--- src/rtl/kps_pkg.sv ---
package kps_pkg;
   localparam int ENT_W       = 8;
   localparam int ROW_FLD_W   = 4;
   localparam int COL_FLD_W   = 3;
   localparam int DB_W        = 10;
   localparam int THR_W       = 4;
   localparam int PRE_CYC     = 5;
   localparam int SETTLE_CYC  = 16;
   localparam int MAX_ROWS    = 16;
   localparam int MAX_COLS    = 8;
   localparam int MAX_ENT     = 8;

   localparam int CTL_EN      = 0;
   localparam int CTL_KPIE    = 1;
   localparam int CTL_CNTIE   = 3;
   localparam int CTL_DB_LSB  = 4;
   localparam int CTL_THR_LSB = 14;
   localparam int ST_KP       = 0;
   localparam int ST_CNT      = 2;
   localparam int ST_NUM_LSB  = 4;

   localparam logic [2:0] A_CTRL   = 3'd0;
   localparam logic [2:0] A_STAT   = 3'd1;
   localparam logic [2:0] A_ENT_LO = 3'd2;
   localparam logic [2:0] A_ENT_HI = 3'd3;
   localparam logic [2:0] A_MASK   = 3'd4;

   typedef struct packed {
      logic                 valid;
      logic [ROW_FLD_W-1:0] row;
      logic [COL_FLD_W-1:0] col;
   } key_ent_t;
endpackage

--- src/rtl/kps_sequencer.sv ---
module kps_sequencer
   import kps_pkg::*;
#(
   parameter int N_ROWS = 16,
   localparam int RW = (N_ROWS > 1) ? $clog2(N_ROWS) : 1
) (
   input  logic              clk,
   input  logic              rst_n,
   input  logic              en,
   input  logic [DB_W-1:0]   dbc,
   output logic [N_ROWS-1:0] row_drive,
   output logic [RW-1:0]     row_sel,
   output logic              ref_stb,
   output logic              last_stb,
   output logic              pass_end
);
   localparam int CW = DB_W + 2;

   logic          in_row_q;
   logic [RW-1:0] row_q;
   logic [CW-1:0] cyc_q;
   logic [CW-1:0] last_cyc;
   logic          row_is_last;

   assign last_cyc    = CW'(SETTLE_CYC - 1) + CW'(dbc);
   assign last_stb    = in_row_q && (cyc_q >= last_cyc);
   assign ref_stb     = in_row_q && (cyc_q == CW'(SETTLE_CYC - 1));
   assign row_is_last = (row_q == RW'(N_ROWS - 1));
   assign pass_end    = last_stb && row_is_last;
   assign row_sel     = row_q;

   always_ff @(posedge clk or negedge rst_n) begin
      if (!rst_n) begin
         in_row_q <= 1'b0;
         row_q    <= '0;
         cyc_q    <= '0;
      end else if (!en) begin
         in_row_q <= 1'b0;
         row_q    <= '0;
         cyc_q    <= '0;
      end else if (!in_row_q) begin
         if (cyc_q == CW'(PRE_CYC - 1)) begin
            in_row_q <= 1'b1;
            row_q    <= '0;
            cyc_q    <= '0;
         end else begin
            cyc_q <= cyc_q + 1'b1;
         end
      end else if (last_stb) begin
         cyc_q <= '0;
         if (row_is_last) begin
            in_row_q <= 1'b0;
            row_q    <= '0;
         end else begin
            row_q <= row_q + 1'b1;
         end
      end else begin
         cyc_q <= cyc_q + 1'b1;
      end
   end

   for (genvar r = 0; r < N_ROWS; r++) begin : g_row
      assign row_drive[r] = in_row_q && (row_q == RW'(r));
   end
endmodule

--- src/rtl/kps_debounce.sv ---
module kps_debounce #(
   parameter int N_COLS = 8
) (
   input  logic              clk,
   input  logic              rst_n,
   input  logic              ref_stb,
   input  logic              last_stb,
   input  logic [N_COLS-1:0] col_in,
   output logic [N_COLS-1:0] accept
);
   logic [N_COLS-1:0] ref_q;
   logic [N_COLS-1:0] moved_q;

   always_ff @(posedge clk or negedge rst_n) begin
      if (!rst_n) begin
         ref_q   <= '0;
         moved_q <= '0;
      end else if (ref_stb) begin
         ref_q   <= col_in;
         moved_q <= '0;
      end else begin
         moved_q <= moved_q | (col_in ^ ref_q);
      end
   end

   always_comb begin
      accept = '0;
      if (last_stb) begin
         if (ref_stb) accept = col_in;
         else         accept = col_in & ~(moved_q | (col_in ^ ref_q));
      end
   end
endmodule

--- src/rtl/kps_collect.sv ---
module kps_collect
   import kps_pkg::*;
#(
   parameter int N_COLS = 8,
   parameter int N_ENT  = 8,
   localparam int CNTW = $clog2(N_ENT + 1)
) (
   input  logic                   clk,
   input  logic                   rst_n,
   input  logic                   en,
   input  logic [N_COLS-1:0]      accept,
   input  logic [ROW_FLD_W-1:0]   row_idx,
   input  logic                   row_masked,
   input  logic                   pass_end,
   output logic [N_ENT*ENT_W-1:0] snap,
   output logic [CNTW-1:0]        count,
   output logic                   done,
   output logic                   done_wake
);
   localparam int IW = (N_ENT > 1) ? $clog2(N_ENT) : 1;

   key_ent_t        build_q [N_ENT];
   key_ent_t        build_d [N_ENT];
   logic [CNTW-1:0] bcnt_q, bcnt_d;
   logic            wake_q, wake_d;
   key_ent_t        snap_q  [N_ENT];

   always_comb begin
      int k;
      build_d = build_q;
      k       = int'(bcnt_q);
      for (int c = 0; c < N_COLS; c++) begin
         if (accept[c] && k < N_ENT) begin
            build_d[k[IW-1:0]] = '{valid: 1'b1, row: row_idx, col: COL_FLD_W'(c)};
            k = k + 1;
         end
      end
      bcnt_d = CNTW'(k);
      wake_d = wake_q | ((|accept) & ~row_masked);
   end

   always_ff @(posedge clk or negedge rst_n) begin
      if (!rst_n) begin
         for (int i = 0; i < N_ENT; i++) begin
            build_q[i] <= '0;
            snap_q[i]  <= '0;
         end
         bcnt_q    <= '0;
         count     <= '0;
         wake_q    <= 1'b0;
         done      <= 1'b0;
         done_wake <= 1'b0;
      end else if (!en) begin
         for (int i = 0; i < N_ENT; i++) begin
            build_q[i] <= '0;
            snap_q[i]  <= '0;
         end
         bcnt_q    <= '0;
         count     <= '0;
         wake_q    <= 1'b0;
         done      <= 1'b0;
         done_wake <= 1'b0;
      end else if (pass_end) begin
         snap_q    <= build_d;
         count     <= bcnt_d;
         done      <= 1'b1;
         done_wake <= wake_d;
         for (int i = 0; i < N_ENT; i++) build_q[i] <= '0;
         bcnt_q    <= '0;
         wake_q    <= 1'b0;
      end else begin
         build_q <= build_d;
         bcnt_q  <= bcnt_d;
         wake_q  <= wake_d;
         done    <= 1'b0;
      end
   end

   for (genvar e = 0; e < N_ENT; e++) begin : g_pack
      assign snap[e*ENT_W +: ENT_W] = snap_q[e];
   end
endmodule

--- src/rtl/keypad_scan_ctrl.sv ---
module keypad_scan_ctrl
   import kps_pkg::*;
#(
   parameter int N_ROWS = 16,
   parameter int N_COLS = 8,
   parameter int N_ENT  = 8
) (
   input  logic              clk,
   input  logic              rst_n,
   input  logic [2:0]        reg_addr,
   input  logic              reg_wr,
   input  logic [31:0]       reg_wdata,
   output logic [31:0]       reg_rdata,
   output logic [N_ROWS-1:0] row_drive,
   input  logic [N_COLS-1:0] col_sense,
   output logic              irq
);
   localparam int RW   = (N_ROWS > 1) ? $clog2(N_ROWS) : 1;
   localparam int CNTW = $clog2(N_ENT + 1);

   initial begin
      assert (N_ROWS >= 1 && N_ROWS <= MAX_ROWS) else $error("N_ROWS out of range");
      assert (N_COLS >= 1 && N_COLS <= MAX_COLS) else $error("N_COLS out of range");
      assert (N_ENT >= 1 && N_ENT <= MAX_ENT) else $error("N_ENT out of range");
      assert (CTL_DB_LSB + DB_W == CTL_THR_LSB) else $error("control fields overlap");
   end

   logic              en_q, kpie_q, cntie_q;
   logic [DB_W-1:0]   dbc_q;
   logic [THR_W-1:0]  thr_q;
   logic [N_ROWS-1:0] mask_q;
   logic              st_kp_q, st_cnt_q;

   logic [RW-1:0]          row_sel;
   logic                   ref_stb, last_stb, pass_end;
   logic [N_COLS-1:0]      accept;
   logic [N_ENT*ENT_W-1:0] snap;
   logic [CNTW-1:0]        count;
   logic                   done, done_wake;
   logic [3:0]             ent_num;
   logic [63:0]            ent_words;
   logic                   unused_wbits;

   assign unused_wbits = ^reg_wdata;

   kps_sequencer #(.N_ROWS(N_ROWS)) i_seq (
      .clk(clk), .rst_n(rst_n), .en(en_q), .dbc(dbc_q),
      .row_drive(row_drive), .row_sel(row_sel),
      .ref_stb(ref_stb), .last_stb(last_stb), .pass_end(pass_end)
   );

   kps_debounce #(.N_COLS(N_COLS)) i_deb (
      .clk(clk), .rst_n(rst_n), .ref_stb(ref_stb), .last_stb(last_stb),
      .col_in(col_sense), .accept(accept)
   );

   kps_collect #(.N_COLS(N_COLS), .N_ENT(N_ENT)) i_col (
      .clk(clk), .rst_n(rst_n), .en(en_q), .accept(accept),
      .row_idx(ROW_FLD_W'(row_sel)), .row_masked(mask_q[row_sel]),
      .pass_end(pass_end), .snap(snap), .count(count),
      .done(done), .done_wake(done_wake)
   );

   assign ent_num   = 4'(count);
   assign ent_words = 64'(snap);

   logic wr_ctrl, wr_stat, wr_mask;
   assign wr_ctrl = reg_wr && (reg_addr == A_CTRL);
   assign wr_stat = reg_wr && (reg_addr == A_STAT);
   assign wr_mask = reg_wr && (reg_addr == A_MASK);

   always_ff @(posedge clk or negedge rst_n) begin
      if (!rst_n) begin
         en_q    <= 1'b0;
         kpie_q  <= 1'b0;
         cntie_q <= 1'b0;
         dbc_q   <= '0;
         thr_q   <= '0;
         mask_q  <= '0;
      end else begin
         if (wr_ctrl) begin
            en_q    <= reg_wdata[CTL_EN];
            kpie_q  <= reg_wdata[CTL_KPIE];
            cntie_q <= reg_wdata[CTL_CNTIE];
            dbc_q   <= reg_wdata[CTL_DB_LSB +: DB_W];
            thr_q   <= reg_wdata[CTL_THR_LSB +: THR_W];
         end
         if (wr_mask) mask_q <= reg_wdata[N_ROWS-1:0];
      end
   end

   logic kp_set, cnt_set;
   assign kp_set  = done && done_wake && kpie_q;
   assign cnt_set = done && cntie_q && (ent_num >= thr_q);

   always_ff @(posedge clk or negedge rst_n) begin
      if (!rst_n) begin
         st_kp_q  <= 1'b0;
         st_cnt_q <= 1'b0;
      end else if (!en_q) begin
         st_kp_q  <= 1'b0;
         st_cnt_q <= 1'b0;
      end else begin
         st_kp_q  <= kp_set  | (st_kp_q  & ~(wr_stat & reg_wdata[ST_KP]));
         st_cnt_q <= cnt_set | (st_cnt_q & ~(wr_stat & reg_wdata[ST_CNT]));
      end
   end

   assign irq = st_kp_q | st_cnt_q;

   always_comb begin
      reg_rdata = '0;
      case (reg_addr)
         A_CTRL: begin
            reg_rdata[CTL_EN]                 = en_q;
            reg_rdata[CTL_KPIE]               = kpie_q;
            reg_rdata[CTL_CNTIE]              = cntie_q;
            reg_rdata[CTL_DB_LSB +: DB_W]     = dbc_q;
            reg_rdata[CTL_THR_LSB +: THR_W]   = thr_q;
         end
         A_STAT: begin
            reg_rdata[ST_KP]            = st_kp_q;
            reg_rdata[ST_CNT]           = st_cnt_q;
            reg_rdata[ST_NUM_LSB +: 4]  = ent_num;
         end
         A_ENT_LO: reg_rdata = ent_words[31:0];
         A_ENT_HI: reg_rdata = ent_words[63:32];
         A_MASK:   reg_rdata = 32'(mask_q);
         default:  reg_rdata = '0;
      endcase
   end
endmodule

--- config.mk ---
export PLATFORM = sky130hd
export DESIGN_NAME = keypad_scan_ctrl
export DESIGN_NICKNAME = d
export VERILOG_FILES = /design/src/rtl/kps_pkg.sv /design/src/rtl/kps_sequencer.sv /design/src/rtl/kps_debounce.sv /design/src/rtl/kps_collect.sv /design/src/rtl/keypad_scan_ctrl.sv
export SDC_FILE = /design/constraint.sdc
export NUM_CORES = 1
export LEC_CHECK = 0
export BUFFER_PORTS_ARGS = -buffer_cell sky130_fd_sc_hd__clkbuf_2
export CAP_MARGIN = 20
export CORE_MARGIN = 2
export CORE_UTILIZATION = 39
export CTS_CLUSTER_DIAMETER = 40
export DETAILED_ROUTE_END_ITERATION = 10
export GPL_TIMING_DRIVEN = 0
export PLACE_DENSITY = 0.56
export SLEW_MARGIN = 20
export SYNTH_ARGS = -nofsm -noshare
export SYNTH_HDL_FRONTEND = slang
export SYNTH_SLANG_ARGS = --single-unit
export TNS_END_PERCENT = 5
--- constraint.sdc ---
create_clock -name clk -period 9.1 [get_ports clk]
set_input_delay 1.365 -clock clk [delete_from_list [all_inputs] [get_ports clk]]
set_output_delay 1.365 -clock clk [all_outputs]
set_load 0.01 [all_outputs]
Word-level counts from Yosys, hierarchy flattened
Cells that the tools add are included.

word-level totals
  logic and storage cells = 280
  bits in registers = 207
  output and inout port bits = 49

operators by class
  reduce and logical (&&, ||, !) cells = 46
  bitwise logic cells = 24
  magnitude comparators = 27
  multiplexer cells = 82
  equality and inequality tests = 24
  add/sub/neg operators = 11

operator list
  kind                     count
  $mux W64                 12
  $bwmux W64               8
  $lt A32 B5 Y1 const B    7
  $mux W32                 7
  $add A32 B2 Y32 const B  6
  $demux W8 S3             8
  $mux W8                  11
  $mux W12                 4
  $logic_and A1 B1 Y1      42
  $mux W4                  10
  $pmux W10 S4             1
  $eq A4 B4 Y1 const B     8
  $ge A4 B4 Y1 const B     8
  $lt A4 B1 Y1 const B     8
  $not A3 Y4               8
  $pmux W14 S2             1
  $pmux W4 S5              1
  $eq A4 B3 Y1 const B     4
  $mux W1                  14
  $add A12 B1 Y12 const B  1
  $eq A12 B3 Y1 const B    1
  $eq A12 B4 Y1 const B    1
  $ge A12 B12 Y1           1
  $pmux W1 S4              3
  28 further kinds         39

Logic depth before layout (Yosys ltp)
Gate-level depths: netlist of the first run.

  depth after elaboration = 35
  mapped depth = 39
  mapped depth without buffers = 37

Cells and area by module
A second synthesis of the first run with hierarchy kept.

second synthesis, totals
  cell total of the unflattened synthesis = 1355
  area, all modules = 12756.0 um^2

by module, submodules not included
  module            cells each  area each (um^2)  times used  sequential area each (um^2)
  kps_collect       884         8126.5            1           3478.3
  keypad_scan_ctrl  237         2378.5            1           875.8
  kps_sequencer     166         1436.4            1           425.4
  kps_debounce      68          814.5             1           400.4

Least setup slack after synthesis of the first run
No wires, ideal clock.

  path type = reg-to-reg
  start = register dbc_q[0]
  end = register i_col.snap_q, in the netlist i_col.snap[13]
  buffers on the path = 2
  cell stages (with the launch flop) = 38
  arrival = 8.241 ns
  clock period less this slack = 8.371 ns
  data required time = 8.970 ns
  slack = 0.729 ns
  library setup time = 0.130 ns
  cell sequence = dfrtp_1 > inv_1 > ha_1 > nand2_1 > and3_1 > nand3_1 > xor2_1 > ha_1 > nand4b_1 > nor3_1 > o31ai_2 > a211oi_4 > mux2i_1 > inv_1 > ha_1 > mux2i_1 > inv_1 > ha_1 > (+2 left out) > mux2i_2 > inv_2 > ha_1 > nand3_1 > and2_1 > buf_2 > inv_1 > ha_1 > or3_1 > nand2_1 > inv_2 > ha_1 > o311a_1 > xnor2_2 > buf_4 > o31ai_4 > mux2i_1 > o21ai_1

between the ends
  word-level cells in the longest chain between the ends = 33

RTL lines
  item                                                                RTL line                text
  start, declared                                                     keypad_scan_ctrl.sv:29  logic [DB_W-1:0] dbc_q;
  start signal, assigned                                              keypad_scan_ctrl.sv:85  dbc_q <= reg_wdata[CTL_DB_LSB +: DB_W];
  $add A4 B10 Y11 *                                                   kps_sequencer.sv:25     assign last_cyc = CW'(SETTLE_CYC - 1) + CW'(dbc);
  $ge A12 B12 Y1 *                                                    kps_sequencer.sv:26     assign last_stb = in_row_q && (cyc_q >= last_cyc);
  $logic_and A1 B1 Y1 *                                               kps_sequencer.sv:26
  $mux W8                                                             kps_debounce.sv:28      if (last_stb) begin
  $logic_and A1 B1 Y1                                                 kps_collect.sv:33       if (accept[c] && k < N_ENT) begin
  $mux W32                                                            kps_collect.sv:33
  $lt A32 B5 Y1                                                       kps_collect.sv:33
  $logic_and A1 B1 Y1                                                 kps_collect.sv:33
  (+17 left out)                                                      -
  $ge A4 B4 Y1 (not written as such) or $lt A4 B1 Y1 (tied branches)  kps_collect.sv:34       build_d[k[IW-1:0]] = '{valid: 1'b1, row: row_idx, col: COL_FLD_W'(c)};
  $logic_and A1 B1 Y1 (not written as such)                           kps_collect.sv:34
  $mux W8 (not written as such)                                       kps_collect.sv:34
  $demux W8 S3                                                        kps_collect.sv:34
  $bwmux W64                                                          kps_collect.sv:34
  $mux W64                                                            kps_collect.sv:33
  $mux W64                                                            kps_collect.sv:63       end else if (pass_end) begin
  $mux W64                                                            kps_collect.sv:53       end else if (!en) begin
  end signal, assigned                                                kps_collect.sv:64       snap_q <= build_d;
  end, declared                                                       kps_collect.sv:26       key_ent_t snap_q [N_ENT];

Every way passes the cells marked *; elsewhere a longest branch is shown, timed or not. The select of a mux whose other input is x is not followed.
A chain may end at the register's enable or synchronous reset.

Final worst setup path of the first run
  start = register dbc_q[0]
  end = register i_col.snap_q, in the netlist i_col.snap[10]

The elaborated chain is that of the path after synthesis.

==> results of run 1 <==
==> placed cells by master (no fill, tap or decap), types with 20 or more instances in the layout <==
cell       synthesis  final
dfrtp_1          207    206
nor2_1           197    196
nand2_1          127    125
a21oi_1           84     83
clkbuf_2           0     79
o21ai_0           77     77
clkbuf_1          59     58
mux2i_1           57     51
nand3_1           48     47
mux2_2            42     42
clkbuf_16          0     34
nor3_1            35     33
ha_1              30     29
inv_1             28     27
xor2_1            24     24
o21ai_1           22     22
nand4_1           20     20
==> final timing paths <==
| kind | cells after the start | to | slack, ns | start |
|---|---|---|---|---|
| min in group asynchronous | 1 | i_deb.ref_q[0] | 0.82 | rst_n |
| worst min register to register | 2 | i_col.snap[62] | 0.48 | i_col.snap[62] |
| worst max register to register | 38 | i_col.snap[10] | 0.39 | dbc_q[0] |
| worst max-delay path | 38 | i_col.snap[10] | 0.39 | dbc_q[0] |
| worst min-delay path | 2 | i_col.snap[62] | 0.48 | i_col.snap[62] |
| max in group asynchronous | 3 | i_col.build_q[33] | 7.09 | rst_n |
==> worst min-delay path, cell delays in order (launching register included) <==
cell and delay, ns:
dfrtp_1 0.34, nand2_1 0.05, nand2_1 0.06
==> cell families after synthesis <==
family | Yosys count | synth area share, %
compound gates | 345 | 19.2
xor+xnor | 45 | 3.67
fa+ha+maj | 30 | 3.01
buf+inv | 113 | 3.56
flops | 207 | 41.5
mux | 106 | 9.55
simple gates | 526 | 19.6
==> state kept, by name (all words and copies together), names as in the netlist, 4 cells and up <==
signal	cells
i_col.snap	64
dbc_q	10
i_col.count	4
thr_q	4
i_deb.moved_q	8
mask_q	16
i_seq.row_sel	4
i_deb.ref_q	8
i_col.bcnt_q	4
i_seq.cyc_q	12
i_col.build_q	64
==> routing by layer <==
layer  wire, um  vias up  GRT usage (%)
li1           -     5216              -
met1      18400     5520           33.8
met2      19000      383           39.4
met4        971        0           7.01
met3       2460       69           3.57
met5          0        -              0
==> power groups by stage <==
stage | Combinational, mW | Clock [mW] | Sequential (mW)
finish | 0.281 | 1.39 | 1.01
global route | 0.309 | 1.45 | 1.01
CTS | 0.280 | 1.40 | 1.01
detailed placement | 0.275 | 0 | 1.02
global placement | 0.267 | 0 | 1.02
floorplan | 0.165 | 0 | 0.997
==> area by class of cell <==
type                       instances  area share, %
clock inverter                    23           2.29
clock buffer                      37           5.88
multi-input combinational       1052           46.6
sequential                       207           34.5
inverter                          35          0.876
timing repair buffer              99           4.30
buffer                            78           2.15
tap                              402           3.35
==> per-stage QoR <==
stage               util [%]  TNS (ns)  instances  setup WS [ns]  hold slack [ns]
CTS                     47.0         0       1923         0.0175            0.487
global placement        42.4    -67.22       1853         -0.869            0.462
finish                  47.5         0       1933          0.392            0.483
detailed placement      42.6    -84.76       1855         -0.979            0.472
floorplan                  -         0       1372          0.729            0.444
global route            47.5   -0.0886       1933        -0.0208            0.495
==> what timing repair did <==
item                                    4_1_cts  5_1_grt
cloned                                        0        0
endpoints found under the setup margin      135      134
pin swaps                                     7        9
resized for setup                            17       17
setup buffers                                 8       10
==> run metrics, run 1 <==
status finished, final reports clean; power per cell area 178 nW/um2; kind of critical path flop to flop; H-tree depth 2; # nets final 1583; clk root buf clkbuf_16; critical path arrival 9.16 ns; worst-skew pair later-pin latency 0.52 ns; post-synth cell types 90; layout cells sized above 1 18.7%; Finish-stage setup viols 0; CTS buffer count 34; largest net degree at the start of global routing 89; EDFF count, synth 0; Initial Utilization 39.6%; worst clock skew 0.0398 ns; CP most frequent cell ha_1; Main synth FF type dfrtp_1; Area Growth Syn to Fin 20.1%; DR WL/cell 21.1 um; worst hold path type flop to flop; drt initial violations 995; cell taking the most area after synthesis dfrtp_1; asr flop ratio synth 100%; post-DP HPWL 30.1 mm; footprint of the multi-input gates 6990 um2; final slew viol count 0; buffers plus inverters on the worst setup path 10; Post-Route WL 40.8 mm; top-area cell type share of the netlist area 41.5%; CP max FO 10; syn avg cell area 9.10 um2; GRT Residual Overflow 0; first-pass GRT wire length 62.9 mm; Vias/cell 5.79; crit path launch type flop; vias post-DR 11188; Core Rows 65; Yosys warnings 0; Synth area leaders dfrtp_1 (41%), nor2_1 (5.9%), mux2i_1 (4.6%); Port Buffers 79; CP required 9.55 ns; diode count 0; DRT Pass-1 Iters 6; GRT Total Usage 24.3%; Fin. Hold Viols 0; Slew @ Worst Pin 1.07 ns; clock share of power 51.9%; DIE AREA 33500 um2; peak supply drop 0.000146 V; Sink Count 207; Post-Syn Instances 1372; power after layout 2.68 mW; number of antenna violations at the first check in global routing 0; die height 183 um; top-count cell post-synth dfrtp_1; fraction of power consumed by sequential logic 37.6%; vias in the first global route 10807; Top-Level Pins 95; core region area 31600 um2; sequential cell area fraction in the yosys report 41.5%; Antenna Nets Post-Route 0; Comb pwr share 10.5%; Yosys reg bits 207; Worst path max stage delay 0.52 ns; Crit. End Element flop; leakage power 6.56 nW; synth cell count leaders dfrtp_1 (207), nor2_1 (197), nand2_1 (127); design area 15000 um2; CTS tree built; Rel. slew slack 28.6%; CP top delay family adder cells; Achievable Freq 0.115 GHz; Clock Path Buffers 3; DP Area 13500 um2; RePlAce Congestion 0.958; Final min period 8.71 ns; drt drc 0; hold_buf cts 0; period utilisation layout 95.7%; Register Area 5180 um2; Synth Net Count 1448; slowest CP cell o31ai_1; synthesized cell area 12500 um2; die width 183 um; internal power 1.94 mW; fillers 3092; switch share 27.5%; Clk pin slew, worst setup/hold paths 0.06 ns; Max Cap Violations 0; Psw 0.735 mW
Power figures use the tool's default switching activity.
==> run 2: changes to the inputs <==
Settings changed: CORE_ASPECT_RATIO set to 0.75, CTS_CLUSTER_SIZE set to 20.
==> run 2 against run 1 <==
- clock-buffer cell count decreased by 3
- clock skew decreased by 0.018 ns
- routed wire length increased by 2.7%
- sequential power about the same
- maximum frequency increased by 0.41%
- worst setup slack improved by 0.035 ns
- sequential share of layout area increased by 0.067 points
- largest power group unchanged
==> run metrics, run 2 (same netlist as run 1, synthesis figures left out) <==
most frequent cells in the layout dfrtp_1 (207), nor2_1 (195), nand2_1 (125) (was dfrtp_1 (206), nor2_1 (196), nand2_1 (125)); min setup slack post-route 0.427 ns (was 0.392 ns); # nets final 1583 (unchanged); CP max FO 10 (unchanged); post-DP HPWL 31.9 mm (was 30.1 mm); Clock Path Buffers 3 (unchanged); drt drc 0 (unchanged); core region area 31400 um2 (was 31600 um2); Post-Route WL 42.0 mm (was 40.8 mm); pre-CTS setup slack -0.847 ns (was -0.979 ns); CTS tree built (unchanged); drt initial violations 1076 (was 995); Achievable Freq 0.115 GHz (about the same); Rel. slew slack 28.3% (was 28.6%); H-tree depth 1 (was 2); DRT Pass-1 Iters 5 (was 6); DR WL/cell 21.7 um (was 21.1 um); peak supply drop 0.000139 V (was 0.000146 V); Finish-stage setup viols 0 (unchanged); GRT Residual Overflow 0 (unchanged); Antenna Nets Post-Route 0 (unchanged); Port Buffers 79 (unchanged); layout cells sized above 1 18.8% (was 18.7%); hold_ws 0.478 ns (was 0.483 ns); buffers plus inverters on the worst setup path 10 (unchanged); CP most frequent cell ha_1 (unchanged); design area 15000 um2 (about the same); period utilisation layout 95.3% (was 95.7%); crit path launch type flop (unchanged); Core Rows 56 (was 65); CP top delay family adder cells (unchanged); clk root buf clkbuf_16 (unchanged); diode count 0 (unchanged); worst-skew pair later-pin latency 0.59 ns (was 0.52 ns); fillers 3054 (was 3092); CP required 9.55 ns (about the same); DP Area 13500 um2 (about the same); number of antenna violations at the first check in global routing 0 (unchanged); Final min period 8.67 ns (was 8.71 ns); vias post-DR 11217 (was 11188); DIE AREA 33500 um2 (about the same); leakage power 6.55 nW (was 6.56 nW); die height 159 um (was 183 um); Initial Utilization 39.8% (was 39.6%); Crit. End Element flop (unchanged); Slew @ Worst Pin 1.07 ns (about the same); critical path arrival 9.13 ns (was 9.16 ns); kind of critical path flop to flop (unchanged); CTS buffer count 31 (was 34); Max Cap Violations 0 (unchanged); first-pass GRT wire length 65.5 mm (was 62.9 mm); Vias/cell 5.79 (about the same); Top-Level Pins 95 (unchanged); status finished, final reports clean (unchanged); Area Growth Syn to Fin 19.8% (was 20.1%); Worst path max stage delay 0.44 ns (was 0.52 ns); power per cell area 171 nW/um2 (was 178 nW/um2); worst clock skew 0.0218 ns (was 0.0398 ns); largest net degree at the start of global routing 79 (was 89); Fin. Hold Viols 0 (unchanged); Clk pin slew, worst setup/hold paths 0.07 ns (was 0.06 ns); most common cell after layout, fill and taps aside dfrtp_1 (unchanged); die width 211 um (was 183 um); RePlAce Congestion 0.933 (was 0.958); hold_buf cts 0 (unchanged); final slew viol count 0 (unchanged); Sink Count 207 (unchanged); worst hold path type flop to flop (unchanged); GRT Total Usage 25.2% (was 24.3%); vias in the first global route 10857 (was 10807); slowest CP cell or3_1 (was o31ai_1)
## run 2: path summary, 6_finish.rpt
path | startpoint | endpoint | slack [ns] | cells after the start
max reg2reg | dbc_q[0] | i_col.count[1] | 0.43 | 39
min reg2reg | i_deb.moved_q[7] | i_deb.moved_q[7] | 0.48 | 2
max in group asynchronous | rst_n | i_col.snap[21] | 7.16 | 3
min | i_deb.moved_q[7] | i_deb.moved_q[7] | 0.48 | 2
max | dbc_q[0] | i_col.count[1] | 0.43 | 39
min in group asynchronous | rst_n | mask_q[14] | 0.75 | 1
## run 2: stage by stage
stage	utilization (%)	cells	power [mW]	TNS [ns]
after floorplan	-	1372	1.16	0
after detailed placement	42.9	1859	1.29	-75.41
final	47.7	1937	2.56	0
after global placement	42.7	1857	1.29	-69.32
after CTS	47.2	1930	2.58	0
after global routing	47.7	1937	2.66	-0.0385
## run 2: per-layer routing
layer	vias to the layer above	global-route usage, %	part of all wire [%]
met5	-	0	0
met4	0	5.47	2.5
met3	59	4.60	7.5
met2	408	35.2	40
met1	5531	40.2	50
li1	5219	-	-
## run 2: worst min-delay path, delay by kind of cell (launching register included)
kind | cells | cell delay, ns
DFF | 1 | 0.32
and+or+nand+nor | 2 | 0.13
## run 2: power by group
group | internal [mW] | leakage, nW | switching, mW | total (mW)
Combinational | 0.0972 | 3.22 | 0.182 | 0.280
Sequential | 0.956 | 2.79 | 0.0481 | 1.00
Clock | 0.751 | 0.546 | 0.525 | 1.28
## run 2: final cells by class
type                    instances  area, um2  area share, %
multi-input cells            1052       7030           47.0
flip-flops and latches        207       5180           34.6
clock buffers                  34        797           5.33
repair buffers                102        654           4.37
well taps                     406        508           3.39
clock inverters                23        330           2.21
plain buffers                  78        329           2.20
inverters                      35        134          0.894
## run 2: repair_timing
action                                  CTS  global route
setup buffers                            14             7
resized for setup                        19            24
endpoints found under the setup margin  134           134
pin swaps                                 9             6
